**src/rtl/nfs_pkg.sv**
```systemverilog
package nfs_pkg;

  typedef enum logic [2:0] {
    RES_OK      = 3'd0,
    RES_TIMEOUT = 3'd1,
    RES_HWERR   = 3'd2,
    RES_LOWV    = 3'd3,
    RES_PROT    = 3'd4,
    RES_ERASE   = 3'd5,
    RES_PROG    = 3'd6,
    RES_VERIFY  = 3'd7
  } nfs_res_e;

  typedef enum logic [3:0] {
    S_IDLE,
    S_CLR,
    S_CMD,
    S_ARG,
    S_PRD,
    S_PWT,
    S_ARR,
    S_VRD,
    S_VWT,
    S_DONE
  } nfs_state_e;

  localparam logic [7:0] CMD_CLR_STAT = 8'h50;
  localparam logic [7:0] CMD_ERASE    = 8'h20;
  localparam logic [7:0] CMD_CONFIRM  = 8'hD0;
  localparam logic [7:0] CMD_PROGRAM  = 8'h40;
  localparam logic [7:0] CMD_ARRAY    = 8'hFF;

  localparam int ST_READY   = 7;
  localparam int ST_ERASE   = 5;
  localparam int ST_PROGRAM = 4;
  localparam int ST_LOWV    = 3;
  localparam int ST_LOCKED  = 1;

endpackage

```
**src/rtl/nfs_status_decode.sv**
```systemverilog
module nfs_status_decode
  import nfs_pkg::*;
(
  input  logic [7:0] status,
  input  logic       is_erase,
  output nfs_res_e   res
);

  logic any_err;
  logic op_bit;

  assign any_err = |status[6:1];
  assign op_bit  = is_erase ? status[ST_ERASE] : status[ST_PROGRAM];

  always_comb begin
    if (!any_err) begin
      res = RES_OK;
    end else if (!op_bit) begin
      res = RES_HWERR;
    end else if (status[ST_LOWV]) begin
      res = RES_LOWV;
    end else if (status[ST_LOCKED]) begin
      res = RES_PROT;
    end else begin
      res = is_erase ? RES_ERASE : RES_PROG;
    end
  end

endmodule

```
**src/rtl/nfs_poll_timer.sv**
```systemverilog
module nfs_poll_timer #(
  parameter int TW = 16
) (
  input  logic          clk,
  input  logic          rst_n,
  input  logic          clr,
  input  logic          step,
  input  logic [TW-1:0] limit,
  output logic          last
);

  logic [TW-1:0] cnt_q;
  logic [TW-1:0] cnt_d;
  logic          cnt_en;
  logic [TW:0]   reads_after;

  assign reads_after = {1'b0, cnt_q} + {{TW{1'b0}}, 1'b1};
  assign last        = reads_after >= {1'b0, limit};

  assign cnt_en = clr | step;
  assign cnt_d  = clr ? '0 : cnt_q + {{(TW-1){1'b0}}, 1'b1};

  always_ff @(posedge clk or negedge rst_n) begin
    if (!rst_n) begin
      cnt_q <= '0;
    end else if (cnt_en) begin
      cnt_q <= cnt_d;
    end
  end

endmodule

```
**src/rtl/nfs_sweep_ctr.sv**
```systemverilog
module nfs_sweep_ctr #(
  parameter int AW       = 8,
  parameter int BLK_LOG2 = 4
) (
  input  logic          clk,
  input  logic          rst_n,
  input  logic          load,
  input  logic          inc,
  input  logic [AW-1:0] base,
  output logic [AW-1:0] addr,
  output logic          last
);

  logic [AW-BLK_LOG2-1:0] blk_q;
  logic [BLK_LOG2-1:0]    off_q;
  logic [BLK_LOG2-1:0]    off_d;
  logic                   off_en;

  assign off_en = load | inc;
  assign off_d  = load ? '0 : off_q + {{(BLK_LOG2-1){1'b0}}, 1'b1};

  always_ff @(posedge clk or negedge rst_n) begin
    if (!rst_n) begin
      blk_q <= '0;
    end else if (load) begin
      blk_q <= base[AW-1:BLK_LOG2];
    end
  end

  always_ff @(posedge clk or negedge rst_n) begin
    if (!rst_n) begin
      off_q <= '0;
    end else if (off_en) begin
      off_q <= off_d;
    end
  end

  assign addr = {blk_q, off_q};
  assign last = &off_q;

endmodule

```
**src/rtl/nflash_seq.sv**
```systemverilog
module nflash_seq
  import nfs_pkg::*;
#(
  parameter int AW       = 8,
  parameter int DW       = 16,
  parameter int BLK_LOG2 = 4,
  parameter int TW       = 16
) (
  input  logic          clk,
  input  logic          rst_n,
  input  logic          req_start,
  input  logic          req_erase,
  input  logic [AW-1:0] req_addr,
  input  logic [DW-1:0] req_data,
  input  logic [TW-1:0] poll_limit,
  output logic          busy,
  output logic          done,
  output logic [2:0]    result,
  output logic          fl_we,
  output logic          fl_re,
  output logic [AW-1:0] fl_addr,
  output logic [DW-1:0] fl_wdata,
  input  logic [DW-1:0] fl_rdata
);

  localparam logic [DW-1:0] BLANK = '1;

  nfs_state_e    state_q, state_d;
  nfs_res_e      res_q, res_d;
  nfs_res_e      dec_res;
  logic          erase_q;
  logic [AW-1:0] addr_q;
  logic [DW-1:0] data_q;
  logic [TW-1:0] limit_q;

  logic          start_acc;
  logic          ready;
  logic          tmr_last;
  logic          tmr_step;
  logic          sw_inc;
  logic          sw_last;
  logic [AW-1:0] sw_addr;
  logic [DW-1:0] expect_w;
  logic          match;

  assign start_acc = req_start && (state_q == S_IDLE);
  assign ready     = fl_rdata[ST_READY];
  assign expect_w  = erase_q ? BLANK : data_q;
  assign match     = (fl_rdata == expect_w);
  assign tmr_step  = (state_q == S_PWT) && !ready && !tmr_last;
  assign sw_inc    = (state_q == S_VWT) && match && erase_q && !sw_last;

  nfs_status_decode u_dec (
    .status   (fl_rdata[7:0]),
    .is_erase (erase_q),
    .res      (dec_res)
  );

  nfs_poll_timer #(.TW(TW)) u_tmr (
    .clk   (clk),
    .rst_n (rst_n),
    .clr   (start_acc),
    .step  (tmr_step),
    .limit (limit_q),
    .last  (tmr_last)
  );

  nfs_sweep_ctr #(.AW(AW), .BLK_LOG2(BLK_LOG2)) u_sweep (
    .clk   (clk),
    .rst_n (rst_n),
    .load  (start_acc),
    .inc   (sw_inc),
    .base  (req_addr),
    .addr  (sw_addr),
    .last  (sw_last)
  );

  // next state and result
  always_comb begin
    state_d = state_q;
    res_d   = res_q;
    unique case (state_q)
      S_IDLE: begin
        if (start_acc) begin
          state_d = S_CLR;
          res_d   = RES_OK;
        end
      end
      S_CLR:  state_d = S_CMD;
      S_CMD:  state_d = S_ARG;
      S_ARG:  state_d = S_PRD;
      S_PRD:  state_d = S_PWT;
      S_PWT: begin
        if (ready) begin
          res_d   = dec_res;
          state_d = S_ARR;
        end else if (tmr_last) begin
          res_d   = RES_TIMEOUT;
          state_d = S_ARR;
        end else begin
          state_d = S_PRD;
        end
      end
      S_ARR: begin
        if (erase_q || (res_q == RES_OK)) begin
          state_d = S_VRD;
        end else begin
          state_d = S_DONE;
        end
      end
      S_VRD:  state_d = S_VWT;
      S_VWT: begin
        if (!match) begin
          if (res_q == RES_OK) begin
            res_d = RES_VERIFY;
          end
          state_d = S_DONE;
        end else if (erase_q && !sw_last) begin
          state_d = S_VRD;
        end else begin
          state_d = S_DONE;
        end
      end
      S_DONE: state_d = S_IDLE;
      default: state_d = S_IDLE;
    endcase
  end

  always_ff @(posedge clk or negedge rst_n) begin
    if (!rst_n) begin
      state_q <= S_IDLE;
      res_q   <= RES_OK;
    end else begin
      state_q <= state_d;
      res_q   <= res_d;
    end
  end

  // request capture, enabled only on an accepted start
  always_ff @(posedge clk or negedge rst_n) begin
    if (!rst_n) begin
      erase_q <= 1'b0;
      addr_q  <= '0;
      data_q  <= '0;
      limit_q <= '0;
    end else if (start_acc) begin
      erase_q <= req_erase;
      addr_q  <= req_addr;
      data_q  <= req_data;
      limit_q <= poll_limit;
    end
  end

  // flash bus decode
  always_comb begin
    fl_we    = 1'b0;
    fl_re    = 1'b0;
    fl_addr  = addr_q;
    fl_wdata = '0;
    unique case (state_q)
      S_CLR: begin
        fl_we    = 1'b1;
        fl_wdata = DW'(CMD_CLR_STAT);
      end
      S_CMD: begin
        fl_we    = 1'b1;
        fl_wdata = erase_q ? DW'(CMD_ERASE) : DW'(CMD_PROGRAM);
      end
      S_ARG: begin
        fl_we    = 1'b1;
        fl_wdata = erase_q ? DW'(CMD_CONFIRM) : data_q;
      end
      S_PRD: fl_re = 1'b1;
      S_ARR: begin
        fl_we    = 1'b1;
        fl_wdata = DW'(CMD_ARRAY);
      end
      S_VRD: begin
        fl_re   = 1'b1;
        fl_addr = erase_q ? sw_addr : addr_q;
      end
      default: ;
    endcase
  end

  assign busy   = (state_q != S_IDLE);
  assign done   = (state_q == S_DONE);
  assign result = res_q;

endmodule

```
**config.mk**
```make
export PLATFORM = sky130hd
export DESIGN_NAME = nflash_seq
export DESIGN_NICKNAME = d
export VERILOG_FILES = /design/src/rtl/nfs_pkg.sv /design/src/rtl/nfs_status_decode.sv /design/src/rtl/nfs_poll_timer.sv /design/src/rtl/nfs_sweep_ctr.sv /design/src/rtl/nflash_seq.sv
export SDC_FILE = /design/constraint.sdc
export NUM_CORES = 1
export LEC_CHECK = 0
export BUFFER_PORTS_ARGS = -buffer_cell sky130_fd_sc_hd__buf_2
export CAP_MARGIN = 20
export CORE_MARGIN = 4
export CORE_UTILIZATION = 51
export CTS_CLUSTER_DIAMETER = 30
export DETAILED_ROUTE_END_ITERATION = 6
export PLACE_DENSITY_LB_ADDON = 0.25
export SKIP_LAST_GASP = 1
export SLEW_MARGIN = 30
export SYNTH_ARGS = -nofsm -noshare
export SYNTH_HDL_FRONTEND = slang
export SYNTH_HIERARCHICAL = 1
export SYNTH_SLANG_ARGS = --single-unit
export TNS_END_PERCENT = 20
```
**constraint.sdc**
```tcl
create_clock -name clk -period 3.1 [get_ports clk]
set_input_delay 0.155 -clock clk [delete_from_list [all_inputs] [get_ports clk]]
set_output_delay 0.155 -clock clk [all_outputs]
set_load 0.005 [all_outputs]
```
==> metrics.md <==
| Metric | Value |
|---|---|
| Result of the run | `finished, violations left` |
| Failing checks | `setup timing` |
| Final WL | `12.34 mm` |
| Number of register bits inferred by synthesis | `72` |
| Pin count of the biggest net entering global routing | `73` |
| Worst Path Class, Setup | `flop to flop` |
| Overall routing resource usage | `23.98%` |
| Period Utilization, post-route | `107.7%` |
| CTS root buf | `clkbuf_8` |
| Worst setup path startpoint | `u_tmr/cnt_q[1]` |
| Layer with the highest usage after global routing | `met2` |
| Total number of clock tree sinks | `72` |
| Number of warnings reported in the yosys synthesis log | `6` |
| Number of enable flip-flop cells after synthesis | `0` |
| Highest cell delay on the worst timing path | `0.51 ns` |
| Final weighted congestion in routability-driven placement | `0.8742` |
| Global-route wire length before repair | `20.25 mm` |
| Diodes inserted | `0` |
| Leakage power | `2.967 nW` |
| Critical Path AT | `3.61 ns` |
| Net count after synthesis | `640` |
| DRC viols | `0` |
| Unrepaired setup endpoints after global routing | `yes` |
| Fillers | `735` |
| Number of primary I/O pins | `91` |
| Port Buf Inserts | `90` |
| Largest fanout of any net on the critical path | `5` |
| TritonCTS buffer count | `9` |
| Fin area | `5907 um2` |
| Minimum clock period | `3.339 ns` |
| Dominant combinational cell family by area after synthesis | `simple AND/OR/NAND/NOR gates` |
| Via/cell ratio | `5.459` |
| Reg area | `1803 um2` |
| Final-report setup violation count | `17` |
| Final setup skew | `0.009255 ns` |
| Average cell area after synthesis | `8.251 um2` |
| Global routing usage on met3 | `3.756%` |
| CP startpoint kind | `flop` |
| Multiplexer share of the synthesized area | `4.479%` |
| Slew margin rel. | `43.72%` |
| Worst path slowest cell | `or4_1` |
| Core outline area | `8763 um2` |
| Synth Flop Type | `dfrtp_1` |
| Final HPWL DP | `8.794 mm` |
| Area Overhead vs Synth | `27.39%` |
| Post-synthesis sequential area ratio | `38.86%` |
| PnR worst setup slack | `-0.2393 ns` |
| Share of layout cells above drive strength 1 | `27.08%` |
| Cell area after technology mapping | `4637 um2` |
| Most common cell in the synthesized netlist | `nand2_1` |
| Arithmetic-cell share of the synthesized area counting full adders, half adders and majority gates | `4.857%` |
| Maximum clock frequency | `0.2995 GHz` |
| Starting utilization of the core area | `52.91%` |
| Cell taking the most area after synthesis | `dfrtp_1` |
| Critical Path Sink Type | `flop` |
| Number of buffers on the longest clock path | `2` |
| Top cells by area in the synthesized netlist | `dfrtp_1, nand2_1, ha_1` |
| Number of hold-slack violations in the final timing report | `0` |
| CTS tree | `done` |
| Path type of the worst min-delay path | `primary input to flop` |
| Share of the synthesized netlist area taken by xor and xnor gates | `6.233%` |
| Detail-routed net length per standard cell | `15.10 um` |
| Std cell rows | `34` |
| Worst reg2reg path startpoint | `u_tmr/cnt_q[1]` |
| End of the worst register-to-register path | `u_tmr/cnt_q[11]` |
| Post-CTS clock slew at the launch and capture registers of the worst setup and hold paths | `0.08 ns` |
| Max capacitance violation total | `0` |
| H-tree level count | `3` |
| Tightest Pin Transition | `0.8378 ns` |
| Die Footprint | `10680 um2` |
| Number of antenna violations at the first check in global routing | `0` |
| Simple logic cell fraction of the synthesized area | `29.76%` |
| Ratio of total power to cell area | `698.2 nW/um2` |
| ANT nets after route | `0` |
| Place WS | `-0.2764 ns` |
| Worst-skew pair later-pin latency | `0.35 ns` |
| Worst R2R Path Depth | `15` |
| Number of pins exceeding their max-slew limit in the final report | `0` |
| Number of nets at the end of the flow | `784` |
| Height of the die | `103.4 um` |
| Setup slack, reg-to-reg | `-0.24 ns` |
| Library cells used by synthesis | `55` |
| Top cells by instance count after synthesis | `nand2_1, dfrtp_1, nor2_1` |
| Detailed router's first-iteration violation count | `220` |
| Die boundary width | `103.4 um` |
| Footprint of the multi-input gates | `2666 um2` |
| Met1 Resource Use GR | `30.60%` |
| Via count of the first global-routing pass | `4405` |
| Area share of the largest cell type after synthesis | `38.86%` |
| Cell count after synthesis | `562` |
| Worst vdd rail ir drop | `0.3818 mV` |
| Data required time at the worst endpoint | `3.37 ns` |
| Count of TritonRoute iterations in the first routing pass | `5` |
| CP endpoint | `u_tmr/cnt_q[11]` |
| Vias after detailed routing | `4460` |
| Share of flip-flops with an asynchronous set or reset after synthesis | `100.0%` |
| Compound-gate portion of the synthesized area | `10.87%` |
| Global route total overflow | `0` |
| Met2 layer usage reported by global route | `41.42%` |
| Cell area after placement | `5426 um2` |
| List of cells traversed by the critical path | `ha_4 > nand4_1 > nor3_2 > and3_1 > xor2_1 > ha_1 > nand4_1 > nor2_1 > o31ai_1 > o211ai_1 > nor2_1 > and3b_2 > inv_2 > or4_1 > a21oi_1` |
-- kinds of logic after synthesis --
kind of cell,Yosys count
AO/OA/AOI/OAI,79
XOR/XNOR,33
adder cells (fa/ha/maj),18
buffers and inverters,53
flip-flops,72
multiplexers,19
AND/OR/NAND/NOR,288
-- power breakdown --
| part | switching [W] | internal (W) |
|---|---|---|
| combinational | 0.00102 | 0.000804 |
| clock | 0.000363 | 0.000281 |
| sequential | 0.000384 | 0.00127 |
| total | 0.00177 | 0.00235 |
-- worst min path at each step --
stage	start	to	slack, ns	cells past startpoint
floorplan	rst_n	addr_q[0]	-0.14	0
global placement	req_data[9]	data_q[9]	0.34	3
detailed placement	poll_limit[1]	limit_q[1]	0.35	3
CTS	req_addr[6]	addr_q[6]	0.002	3
global route	req_addr[6]	addr_q[6]	0.006	3
finish	req_data[6]	data_q[6]	0.01	3
-- layout make-up --
| type | instances | area share [%] |
|---|---|---|
| well taps | 108 | 2.288 |
| multi-input cells | 437 | 45.14 |
| repair buffers | 162 | 17.81 |
| clock buffers | 9 | 2.097 |
| flip-flops and latches | 72 | 30.52 |
| inverters | 24 | 1.525 |
| clock inverters | 5 | 0.6143 |
-- metrics by stage --
step                      std cells  util (%)  hold slack, ns  TNS (ns)  total power (W)
after CTS                       814     66.96        0.001749    -1.090         0.004130
after floorplan                 562         -         -0.1406  -0.04729         0.002838
after detailed placement        773     61.92          0.3489    -2.371         0.003436
after global placement          773     61.92          0.3447   -0.8688         0.003351
after global routing            817     67.40        0.005550    -6.911         0.004490
final                           817     67.40         0.01023    -2.506         0.004124
-- flip-flops by register name (all words and copies together) (netlist names) --
name	count
addr_q	8
data_q	16
u_sweep/blk_q	4
u_tmr/cnt_q	16
state_q	4
erase_q	1
result	3
u_sweep/off_q	4
limit_q	16
-- layer usage --
metal	wire, um	up-vias
met3	672	20
met2	6187	151
met5	0	-
met1	5293	2088
met4	187	0
li1	-	2201
-- what timing repair did --
| action | in CTS | in global routing |
|---|---|---|
| pin swaps | 0 | 2 |
| resized for setup | 6 | 3 |
| setup buffers | 5 | 2 |
| hold endpoints to repair | 22 | 72 |
| setup endpoints to repair | 18 | 20 |
| hold buffers | 22 | 1 |
-- worst max-delay path: cells and delay by family (launching register included) --
family	cells	cell delay, ns
fa+ha+maj	2	0.44
xor+xnor	1	0.19
flops	1	0.41
buf+inv	1	0.08
compound gates	3	0.50
simple gates	8	1.66
-- cell usage in the layout (no fill, tap or decap), types with 3 or more instances in the layout --
master / count
a21oi_1: 34
a31oi_1: 3
and2_1: 9
and3_1: 5
buf_2: 90
buf_4: 48
clkbuf_8: 9
clkinvlp_4: 3
dfrtp_1: 71
dlygate4sd3_1: 23
ha_1: 17
inv_1: 21
mux2_2: 13
mux2i_1: 5
nand2_1: 155
nand2b_1: 6
nand3_1: 21
nand4_1: 8
nor2_1: 34
nor2b_1: 3
nor3_1: 4
nor3_2: 5
o21ai_0: 9
o22ai_1: 4
o31ai_1: 5
o41ai_1: 8
or3_1: 10
or4_1: 6
xnor2_1: 10
xor2_1: 22
Note: power is estimated with default switching activity, not from simulation.
